===== src/rtl/be_alloc_pkg.sv =====
package be_alloc_pkg;

  // Next pointer position after a winner, wrapping at the port count.
  function automatic int unsigned next_slot(int unsigned idx, int unsigned nport);
    return (idx + 1 >= nport) ? 0 : idx + 1;
  endfunction

endpackage


===== src/rtl/be_rr_pick.sv =====
module be_rr_pick #(
  parameter int NPORT = 5,
  localparam int PW = (NPORT > 1) ? $clog2(NPORT) : 1
) (
  input  logic [NPORT-1:0] req,
  input  logic [PW-1:0]    ptr,
  output logic [NPORT-1:0] gnt
);

  always_comb begin
    logic found;
    gnt   = '0;
    found = 1'b0;
    for (int k = 0; k < NPORT; k++) begin
      int idx;
      idx = (int'(ptr) + k) % NPORT;
      if (!found && req[idx]) begin
        gnt[idx] = 1'b1;
        found    = 1'b1;
      end
    end
  end

endmodule


===== src/rtl/be_out_ctrl.sv =====
module be_out_ctrl
  import be_alloc_pkg::*;
#(
  parameter int NPORT   = 5,
  parameter int CREDITS = 8,
  localparam int PW = (NPORT > 1) ? $clog2(NPORT) : 1,
  localparam int CW = $clog2(CREDITS + 1)
) (
  input  logic             clk,
  input  logic             rst_n,
  input  logic [NPORT-1:0] req,
  input  logic [NPORT-1:0] tail,
  input  logic             gt_res,
  input  logic             credit_ret,
  output logic [NPORT-1:0] gnt,
  output logic [PW-1:0]    src
);

  logic [CW-1:0]    cnt;
  logic             locked;
  logic [PW-1:0]    lock_src;
  logic [PW-1:0]    ptr;
  logic [NPORT-1:0] owner_mask;
  logic [NPORT-1:0] cand;
  logic             sent;
  logic             win_tail;

  always_comb begin
    owner_mask = locked ? (NPORT'(1) << lock_src) : '1;
    cand       = (gt_res || cnt == '0) ? '0 : (req & owner_mask);
  end

  be_rr_pick #(.NPORT(NPORT)) u_pick (
    .req (cand),
    .ptr (ptr),
    .gnt (gnt)
  );

  always_comb begin
    src = '0;
    for (int i = 0; i < NPORT; i++)
      if (gnt[i]) src = PW'(i);
    sent     = |gnt;
    win_tail = |(gnt & tail);
  end

  always_ff @(posedge clk) begin
    if (!rst_n) begin
      cnt      <= CW'(CREDITS);
      locked   <= 1'b0;
      lock_src <= '0;
      ptr      <= '0;
    end else begin
      if (sent && !credit_ret)      cnt <= cnt - 1'b1;
      else if (!sent && credit_ret) cnt <= cnt + 1'b1;
      if (sent) begin
        locked   <= !win_tail;
        lock_src <= src;
        if (!locked) ptr <= PW'(next_slot(int'(src), NPORT));
      end
    end
  end

  a_r2_single_grant: assert property (@(posedge clk) disable iff (!rst_n)
    $onehot0(gnt));
  a_r5_credit_bound: assert property (@(posedge clk) disable iff (!rst_n)
    cnt <= CW'(CREDITS));
  a_r5_return_room: assert property (@(posedge clk) disable iff (!rst_n)
    credit_ret |-> (cnt < CW'(CREDITS) || sent));
  a_r6_reserved_idle: assert property (@(posedge clk) disable iff (!rst_n)
    gt_res |-> !sent);
  a_r7_lock_owner: assert property (@(posedge clk) disable iff (!rst_n)
    (locked && sent) |-> (src == lock_src));
  a_r7_lock_persists: assert property (@(posedge clk) disable iff (!rst_n)
    (locked && !sent) |=> (locked && $stable(lock_src)));

endmodule


===== src/rtl/be_switch_alloc.sv =====
module be_switch_alloc #(
  parameter int NPORT   = 5,
  parameter int CREDITS = 8,
  localparam int PW = (NPORT > 1) ? $clog2(NPORT) : 1
) (
  input  logic                clk,
  input  logic                rst_n,
  input  logic [NPORT-1:0]    in_valid,
  output logic [NPORT-1:0]    in_ready,
  input  logic [NPORT*PW-1:0] in_dest,
  input  logic [NPORT-1:0]    in_tail,
  input  logic [NPORT-1:0]    gt_reserve,
  input  logic [NPORT-1:0]    credit_return,
  output logic [NPORT-1:0]    out_valid,
  output logic [NPORT*PW-1:0] out_src
);

  // Per output: requests and grants indexed by input.
  logic [NPORT-1:0] req_mat [NPORT];
  logic [NPORT-1:0] gnt_mat [NPORT];

  for (genvar o = 0; o < NPORT; o++) begin : g_out
    always_comb begin
      for (int i = 0; i < NPORT; i++)
        req_mat[o][i] = in_valid[i] && (in_dest[i*PW +: PW] == PW'(o));
    end

    be_out_ctrl #(.NPORT(NPORT), .CREDITS(CREDITS)) u_ctrl (
      .clk        (clk),
      .rst_n      (rst_n),
      .req        (req_mat[o]),
      .tail       (in_tail),
      .gt_res     (gt_reserve[o]),
      .credit_ret (credit_return[o]),
      .gnt        (gnt_mat[o]),
      .src        (out_src[o*PW +: PW])
    );

    assign out_valid[o] = |gnt_mat[o];
  end

  // Accept stage: one head-of-line request per input, so at most one grant.
  for (genvar i = 0; i < NPORT; i++) begin : g_in
    logic [NPORT-1:0] col;
    always_comb begin
      for (int o = 0; o < NPORT; o++) col[o] = gnt_mat[o][i];
    end
    assign in_ready[i] = |col;

    a_r3_single_output: assert property (@(posedge clk) disable iff (!rst_n)
      $onehot0(col));
    a_r3_ready_needs_valid: assert property (@(posedge clk) disable iff (!rst_n)
      in_ready[i] |-> in_valid[i]);
  end

  a_r2_flit_count: assert property (@(posedge clk) disable iff (!rst_n)
    $countones(in_ready) == $countones(out_valid));

endmodule


===== config.mk =====
export PLATFORM = sky130hd
export DESIGN_NAME = be_switch_alloc
export DESIGN_NICKNAME = d
export VERILOG_FILES = /design/src/rtl/be_alloc_pkg.sv /design/src/rtl/be_rr_pick.sv /design/src/rtl/be_out_ctrl.sv /design/src/rtl/be_switch_alloc.sv
export SDC_FILE = /design/constraint.sdc
export NUM_CORES = 1
export LEC_CHECK = 0
export BUFFER_PORTS_ARGS = -buffer_cell sky130_fd_sc_hd__buf_2
export CAP_MARGIN = 20
export CELL_PAD_IN_SITES_DETAIL_PLACEMENT = 2
export CELL_PAD_IN_SITES_GLOBAL_PLACEMENT = 2
export CORE_MARGIN = 4
export CORE_UTILIZATION = 35
export DETAILED_ROUTE_END_ITERATION = 10
export MAX_ROUTING_LAYER = met4
export PLACE_DENSITY_LB_ADDON = 0.2
export SLEW_MARGIN = 20
export SYNTH_ARGS = -nofsm -noshare
export SYNTH_HDL_FRONTEND = slang
export SYNTH_HIERARCHICAL = 1
export SYNTH_SLANG_ARGS = --single-unit

===== constraint.sdc =====
create_clock -name clk -period 6.9 [get_ports clk]
set_input_delay 1.035 -clock clk [delete_from_list [all_inputs] [get_ports clk]]
set_output_delay 1.035 -clock clk [all_outputs]
set_load 0.01 [all_outputs]

# Word level (Yosys, flattened, before mapping)
# Cells that the tools add are included.
# word_totals
output_inout_bits	25
wordCells	565
input_bits	37
ff_bits	55
# classes
shifts	5
n_mux	215
n_reduce_logical	155
order_cmp	55
div	25
n_eq_ne	20
n_addsub	35
bitwise_logic	35
# ops
operator	count
$ge A32 B1 Y1 const B	25
$lt A32 B5 Y1 const B	25
$mod A32 B4 Y32 const B	20
$mux W5	35
$mod A4 B4 Y32 const B	5
$mux W1	100
$or A5 B5 Y5	20
$logic_and A1 B1 Y1	80
$bmux W1 S3	25
$demux W1 S3	25
$reduce_or A5 Y1	15
$and A5 B5 Y5	10
$add A3 B1 Y4 const B	10
$add A3 B2 Y4 const B	10
$mux W4	10
$logic_not A1 Y1	35
$eq A3 B2 Y1 const B	10
$mux W3	10
$shl A1 B3 Y5 const A	5
$add A3 B3 Y4 const B	5
$add A4 B1 Y4 const B	5
$ge A4 B3 Y1 const B	5
$logic_not A4 Y1	5
$mux W2	10
8 further kinds	40

# Longest topological paths before layout
# Gate-level depths: netlist (run 1).
# depth
ltp_word	27
mapped_depth	33

# Modules after synthesis
# Netlist (run 1), hierarchy kept.
# by_module_without_submodules
mod	seq_area_each_um2	area_per_inst_um2	cells_each	instances
be_rr_pick at g_out[0].u_ctrl.u_pick ...	0.0	2478.6	353	4
be_out_ctrl	220.2	711.9	84	5
be_rr_pick at g_out[4].u_ctrl.u_pick	0.0	2412.3	347	1
be_switch_alloc	0.0	425.4	60	1

# Worst setup path after synthesis (run 1)
# OpenSTA, ideal clock, no wires.
# synth_path
path_kind	reg2reg
from	register g_out[0].u_ctrl.ptr[0]
to	register g_out[0].u_ctrl.cnt[3]
setup_slack_ns	0.452
n_path_buf	5
arrival_time_ns	6.328
stages_incl_launch_ff	32
cell_sequence	dfxtp_1 -> buf_2 -> clkinv_1 -> ha_1 -> clkbuf_8 -> inv_1 -> ha_1 -> clkbuf_1 -> inv_1 -> ha_1 -> nor3_1 -> nor3_1 -> or2_2 -> ha_1 -> inv_1 -> a21oi_1 -> o22ai_2 -> xnor2_1 -> a22oi_1 -> nand3_1 -> o21ai_0 -> nand3_1 -> o211ai_1 -> nor4b_2 -> buf_6 -> inv_1 -> ha_1 -> clkbuf_1 -> nor4b_1 -> o21ai_0 -> o31ai_1 -> mux2_2
# synth_via
elab_chain_len	21
word_cells_on_any_way	76
# synth_lines
element	line_no	text
from (decl)	be_out_ctrl.sv:22	logic [PW-1:0] ptr;
from (signal assigned)	be_out_ctrl.sv:59	if (!locked) ptr <= PW'(next_slot(int'(src), NPORT));
parallel branches: the longest is 16 deep, another holds $mod A32 B4 Y32	-	
$mux W5 *	be_rr_pick.sv:17	if (!found && req[idx]) begin
via g_in[4].col[0]	be_switch_alloc.sv:44	logic [NPORT-1:0] col;
$reduce_or A5 Y1 *	be_out_ctrl.sv:43	sent = |gnt;
$logic_not A1 Y1	be_out_ctrl.sv:55	else if (!sent && credit_ret) cnt <= cnt + 1'b1;
$logic_and A1 B1 Y1	be_out_ctrl.sv:55	
$reduce_bool A2 Y1 (no source line)	-	
to (signal assigned)	be_out_ctrl.sv:49	cnt <= CW'(CREDITS);
to (signal assigned)	be_out_ctrl.sv:54	if (sent && !credit_ret) cnt <= cnt - 1'b1;
to (signal assigned)	be_out_ctrl.sv:55	
to (decl)	be_out_ctrl.sv:19	logic [CW-1:0] cnt;
# Mark *: on every way through the listed nets, which the timed path passes. The select of a mux whose other input is x is not followed.
# A chain may end at the register's enable or synchronous reset.

# Worst setup path after layout (run 1)
# layout_path
from	register g_out[2].u_ctrl.ptr[1]
to	output out_src[6]
# layout_via
elab_chain_len	21
word_cells_on_any_way	74
# layout_lines
element	line_no	text
from (decl)	be_out_ctrl.sv:22	
from (signal assigned)	be_out_ctrl.sv:59	
parallel branches: the longest is 16 deep, another holds $mod A32 B4 Y32	-	
$mux W5 *	be_rr_pick.sv:17	
via g_in[1].col[2]	be_switch_alloc.sv:44	
$mux W1 *	be_out_ctrl.sv:42	if (gnt[i]) src = PW'(i);
$mux W2 * (2 in a row)	be_out_ctrl.sv:42	
$mux W3 *	be_out_ctrl.sv:42	
to (decl)	be_switch_alloc.sv:15	output logic [NPORT*PW-1:0] out_src
# Marked as above.

==> flow_summary.toml, run 1 <==
[final_layout]
fin_nets = 2497
multi_input_area_um2 = 14000
num-fill-cells = 5439
seqCellArea_um2 = 1110
final_cells = 2899
antenna_cells = 0
area_growth_pct = 8.06
postLayoutCellArea_um2 = 17600
fin_util_pct = 38.5
drive_gt1_share_pct = 16.3

[critical_path]
endpoint_kind = "output port"
startpoint_type = "flop"
arrival_ps = 5490
path_max_fanout = 10
critical_path_class = "reg -> out"
cp.required_ps = 5860

[logic_synthesis]
synth.top_cell.area_share_pct = 12.4
muxShareOfSynthArea_pct = 5.10
synth.avg_cell_area_um2 = 7.29
yosys.cell_types.count = 112
synthSimpleGateAreaFrac_pct = 32.4
synth_xor_area_share_pct = 4.46
synth_ff_type = "dfxtp_1"
ys_seq_area_share_pct = 6.75
async_flop_share_pct = 0
syn-num-nets = 2438
syn_area_um2 = 16300
synth-edff-count = 0
yosysTopAreaCell = "ha_1"
yosys-top-cells-area = "ha_1 (12%), dfxtp_1 (6.8%), nand2_1 (5.0%)"
synthCells = 2239
yosys_warnings = 6
synth_seq_cells = 55
synth_compound_area_share_pct = 31.0
synth_top_family_by_area = "simple AND/OR/NAND/NOR gates"
yosys.area_share.adder_pct = 12.4

[pwr]
power_frac_seq_pct = 10.7
finalPower_mw = 4.72
p_int_mw = 2.01
netSwitchingPower_mw = 2.71
leakagePower_nw = 6.81
powerDensity_nw_per_um2 = 268
p_comb_share_pct = 82.4
power.share.switching_pct = 57.5
vdd_drop_max_mv = 0.120
p_clk_share_pct = 6.9

[placed_design]
hpwl_mm = 51.0
io_buffers = 61
dp_slack_ps = 262
dpl_cell_area_um2 = 17200
place_congestion = 0.912
placedCellCount = 2874

[floorplanning]
ioPinCount = 62
start_util_pct = 35.6
rows = 78
die_w_um = 224
die_h_um = 224
die-area_um2 = 50100
core_um2 = 45800

[cts]
path_clk_slew_ps = 80
tritoncts = "done"
cts_hold_buf = 0
cts_root_buffer = "clkbuf_16"
clockBufferDepth = 2
clock_sinks = 55
htreeDepth = 2
clock_latency_ps = 310
cts_made_buffers = 5

[timing]
skew_ps = 12.9
min_period_over_period_pct = 94.5
slew_headroom_pct = 36.3
slew_violations = 0
worst_pin_slew_ps = 948
fmax_mhz = 153
finalHoldViolCount = 0
worst_slack_ps = 378
setup-tns-final_ps = 0
finalSetupViolCount = 0
period_needed_ps = 6520
holdWs_ps = 534

[global_routing]
grtUsageTotal_pct = 25.3
grt_pass1_vias = 18800
antenna_found_initial = 2
grt-ovfl-total = 0
grt_max_degree = 61
grt_pass1_wl_mm = 104

[run_status]
status = "completed"

[detailed_routing]
wl_per_cell_um = 22.3
firstDrtPassIters = 5
via_count = 17800
drt-total-wl_mm = 64.5
viasPerCell = 6.14
dr.first_iter.drc_count = 1029
drc = 0
antenna_left = 0

[job]
max_cap_violations = 0

[worst_hold_path]
hp-class = "reg -> reg"
-- cells in the mapped netlist (44+ instances only) --
master and n:
clkbuf_1 44, inv_1 135, a21oi_1 103, nor2_1 145
ha_1 162, mux2i_1 55, o21ai_0 133, nand2b_1 52
nand3_1 80, nand2_1 216, xnor2_1 47, nor3_1 87
nor2b_1 47, dfxtp_1 55
-- power by group through the flow --
stage                     clock network, mW  registers (mW)  logic, mW
after floorplan                           0           0.480       2.72
after global placement                    0           0.496       3.58
after detailed placement                  0           0.506       3.75
after CTS                             0.335           0.500       3.78
after global routing                  0.343           0.519       4.29
final                                 0.325           0.503       3.89
-- placed cells by master (no fill, tap or decap), types with 46 or more instances in the layout --
cell type,instances
nand2_1,216
ha_1,156
nor2_1,141
inv_1,133
o21ai_0,131
a21oi_1,101
buf_4,93
nor3_1,86
nand3_1,80
buf_2,61
mux2i_1,52
nand2b_1,52
dfxtp_1,48
nor2b_1,47
xnor2_1,46
-- area by class of cell --
type	count	share of cell area, %
Multi-Input combinational cell	1932	79.5
Sequential cell	55	6.30
Timing Repair Buffer	154	5.69
Tap cell	600	4.26
Inverter	150	3.29
Clock buffer	6	0.788
Clock inverter	2	0.199
-- kinds of logic (layout without fill, tap and decap cells) --
family                   count (synthesis)  after routing
buffers and inverters                  252            312
AND/OR/NAND/NOR                        938            938
multiplexers                            72             72
adder cells (fa/ha/maj)                162            162
AO/OA/AOI/OAI                          686            686
XOR/XNOR                                74             74
flip-flops                              55             55
-- flip-flops by register name (all words and copies together), names as in the netlist --
name	flops
g_out.u_ctrl/cnt	20
g_out.u_ctrl/lock_src	15
g_out.u_ctrl/ptr	15
g_out.u_ctrl/locked	5
-- per-layer routing --
metal	GRT usage (%)	wire [um]
met1	33.9	30700
met4	3.84	949
met3	1.70	1750
met2	43.0	31200
met5	-	0
-- path summary, 6_finish.rpt --
kind                                from                endpoint  slack, ps  depth (start not counted)
setup / recovery  g_out[2].u_ctrl/ptr[1]              out_src[6]        380                         22
hold / removal    g_out[3].u_ctrl/cnt[3]  g_out[3].u_ctrl/cnt[3]        530                          2
setup reg to reg  g_out[4].u_ctrl/ptr[0]  g_out[4].u_ctrl/cnt[3]        480                         23
hold reg to reg   g_out[3].u_ctrl/cnt[3]  g_out[3].u_ctrl/cnt[3]        530                          2
-- critical path: stages (launching register included) --
cell and delay, ps:
dfxtp_1 320, inv_1 140, ha_1 230, inv_1 60
ha_2 430, inv_1 130, ha_1 270, or3_1 460
a21oi_1 240, or2_2 190, ha_1 180, inv_1 90
a21oi_1 200, o22ai_2 180, xnor2_1 200, a22oi_1 270
nand3_1 110, o21ai_0 300, nand3_1 230, o211ai_1 360
a21oi_1 150, nor2_2 250, buf_2 190
-- timing repair --
item,CTS,global route
resized for setup,2,24
setup buffers,0,17
setup endpoints to repair,2,29
pin swaps,0,12
Note: power is estimated with default switching activity, not from simulation.
==> run 2, diff against run 1 <==
CORE_ASPECT_RATIO = 2   (was not set)
HOLD_SLACK_MARGIN = 0.1   (was not set)
==> flow_summary.toml, run 2 (synthesis gave the netlist of run 1 again) <==
[timing]
min_period_over_period_pct = 95.0
fmax_mhz = 153
worst_pin_slew_ps = 1200
setup-tns-final_ps = 0
slew_headroom_pct = 19.1
slew_violations = 0
skew_ps = 16.9
period_needed_ps = 6550
finalSetupViolCount = 0
finalHoldViolCount = 0

[final_layout]
drive_gt1_share_pct = 16.4
antenna_cells = 0
layout_common_cells = "nand2_1 (216), ha_1 (158), nor2_1 (145)"
largest_reg_flops = 20
fin_util_pct = 38.5
area_growth_pct = 8.58
fin_nets = 2508
postLayoutCellArea_um2 = 17700
largest_register = "g_out.u_ctrl/cnt"
num-fill-cells = 5578
layout_commonest_cell = "nand2_1"
top_regs = "g_out.u_ctrl/cnt (20), g_out.u_ctrl/lock_src (15), g_out.u_ctrl/ptr (15)"

[placed_design]
place_congestion = 0.957
io_buffers = 61
dpl_cell_area_um2 = 17300
hpwl_mm = 55.2

[cts]
path_clk_slew_ps = 70
htreeDepth = 2
clock_sinks = 55
clock_latency_ps = 320
clockBufferDepth = 2
cts_made_buffers = 5
cts_root_buffer = "clkbuf_16"
tritoncts = "done"

[global_routing]
antenna_found_initial = 0
grt_pass1_vias = 19900
grt-ovfl-total = 0
grtUsageTotal_pct = 26.2
grt_max_degree = 61
grt_pass1_wl_mm = 106

[critical_path]
endpoint_kind = "output port"
startpoint_type = "flop"
ff2ff_path_depth = 28
critical_path_class = "reg -> out"
cp.required_ps = 5860
path_max_fanout = 10
arrival_ps = 5520

[detailed_routing]
drt-total-wl_mm = 67.6
dr.first_iter.drc_count = 737
wl_per_cell_um = 23.1
via_count = 18100
firstDrtPassIters = 5
viasPerCell = 6.19
antenna_left = 0
drc = 0

[worst_hold_path]
whs_path_depth = 2
hp-class = "reg -> reg"

[run_status]
status = "completed"

[pwr]
vdd_drop_max_mv = 0.129
powerDensity_nw_per_um2 = 266
leakagePower_nw = 6.86

[job]
max_cap_violations = 0

[floorplanning]
die_w_um = 161
start_util_pct = 35.5
rows = 111
core_um2 = 46000
ioPinCount = 62
die-area_um2 = 50300
die_h_um = 313
[run 2: cell types whose count changed in the layout (fill, tap and decap cells not counted), sizes merged]
cell      before  now
buf          154  165
clkbuf         6    5
clkinvlp       1    3
inv          140  139
[run 2: path summary, 6_finish.rpt]
kind / from / end / slack (ps)
max: g_out[4].u_ctrl/ptr[1] / out_src[12] / 350
min reg2reg: g_out[4].u_ctrl/ptr[0] / g_out[4].u_ctrl/ptr[0] / 520
max reg2reg: g_out[0].u_ctrl/ptr[1] / g_out[0].u_ctrl/cnt[2] / 430
min: g_out[4].u_ctrl/ptr[0] / g_out[4].u_ctrl/ptr[0] / 520
[run 2: through the flow]
stage | cells | hold WS, ps | total power, mW | setup slack [ps]
finish | 2931 | 517 | 4.72 | 348
global route | 2931 | 555 | 5.11 | -27.5
CTS | 2914 | 519 | 4.65 | 76.2
detailed placement | 2906 | 507 | 4.31 | 207
global placement | 2906 | 480 | 4.12 | 486
floorplan | 2239 | 489 | 3.20 | 452
[run 2: worst max-delay path, stage by stage, from the launching register on]
cell and delay (ps):
dfxtp_1 420, clkinvlp_4 280, ha_1 310, inv_1 70, ha_1 340, inv_1 240
ha_1 180, inv_1 40, ha_1 310, nor2b_1 150, a21boi_0 570, o21ai_0 240
a21oi_1 240, o2111ai_2 200, a2111oi_4 440, nand4b_1 140, nand3_1 290, a21oi_1 140
nor2_1 380, buf_2 220
[run 2: what timing repair did]
item                                    in CTS  in global routing
setup buffers                                0                 17
endpoints found under the setup margin       0                 27
resized for setup                            0                 18
hold buffers                                 0                  0
[run 2: routing by layer]
| metal | wire (um) | share of wire (%) | track usage (%) | vias up |
|---|---|---|---|---|
| li1 | - | - | - | 8503 |
| met1 | 24700 | 37 | 25.3 | 9182 |
| met2 | 38500 | 57 | 53.1 | 313 |
| met3 | 1280 | 1.9 | 1.10 | 140 |
| met4 | 3130 | 4.6 | 11.2 | 0 |
| met5 | 0 | 0 | - | - |
[run 2: layout make-up]
cell class                      instances  area [um^2]  area share [%]
Timing Repair Buffer                  165         1090            6.13
Tap cell                              621          777            4.39
Clock buffer                            5          125           0.706
Inverter                              150          587            3.31
Multi-Input combinational cell       1932        14000            79.0
Clock inverter                          3         43.8           0.247
Sequential cell                        55         1110            6.24
[run 2: where the power goes]
part           switching [mW]  total, mW  internal (mW)
clock network           0.149      0.322          0.173
logic                    2.46       3.90           1.44
registers               0.100      0.494          0.393
total                    2.71       4.72           2.01
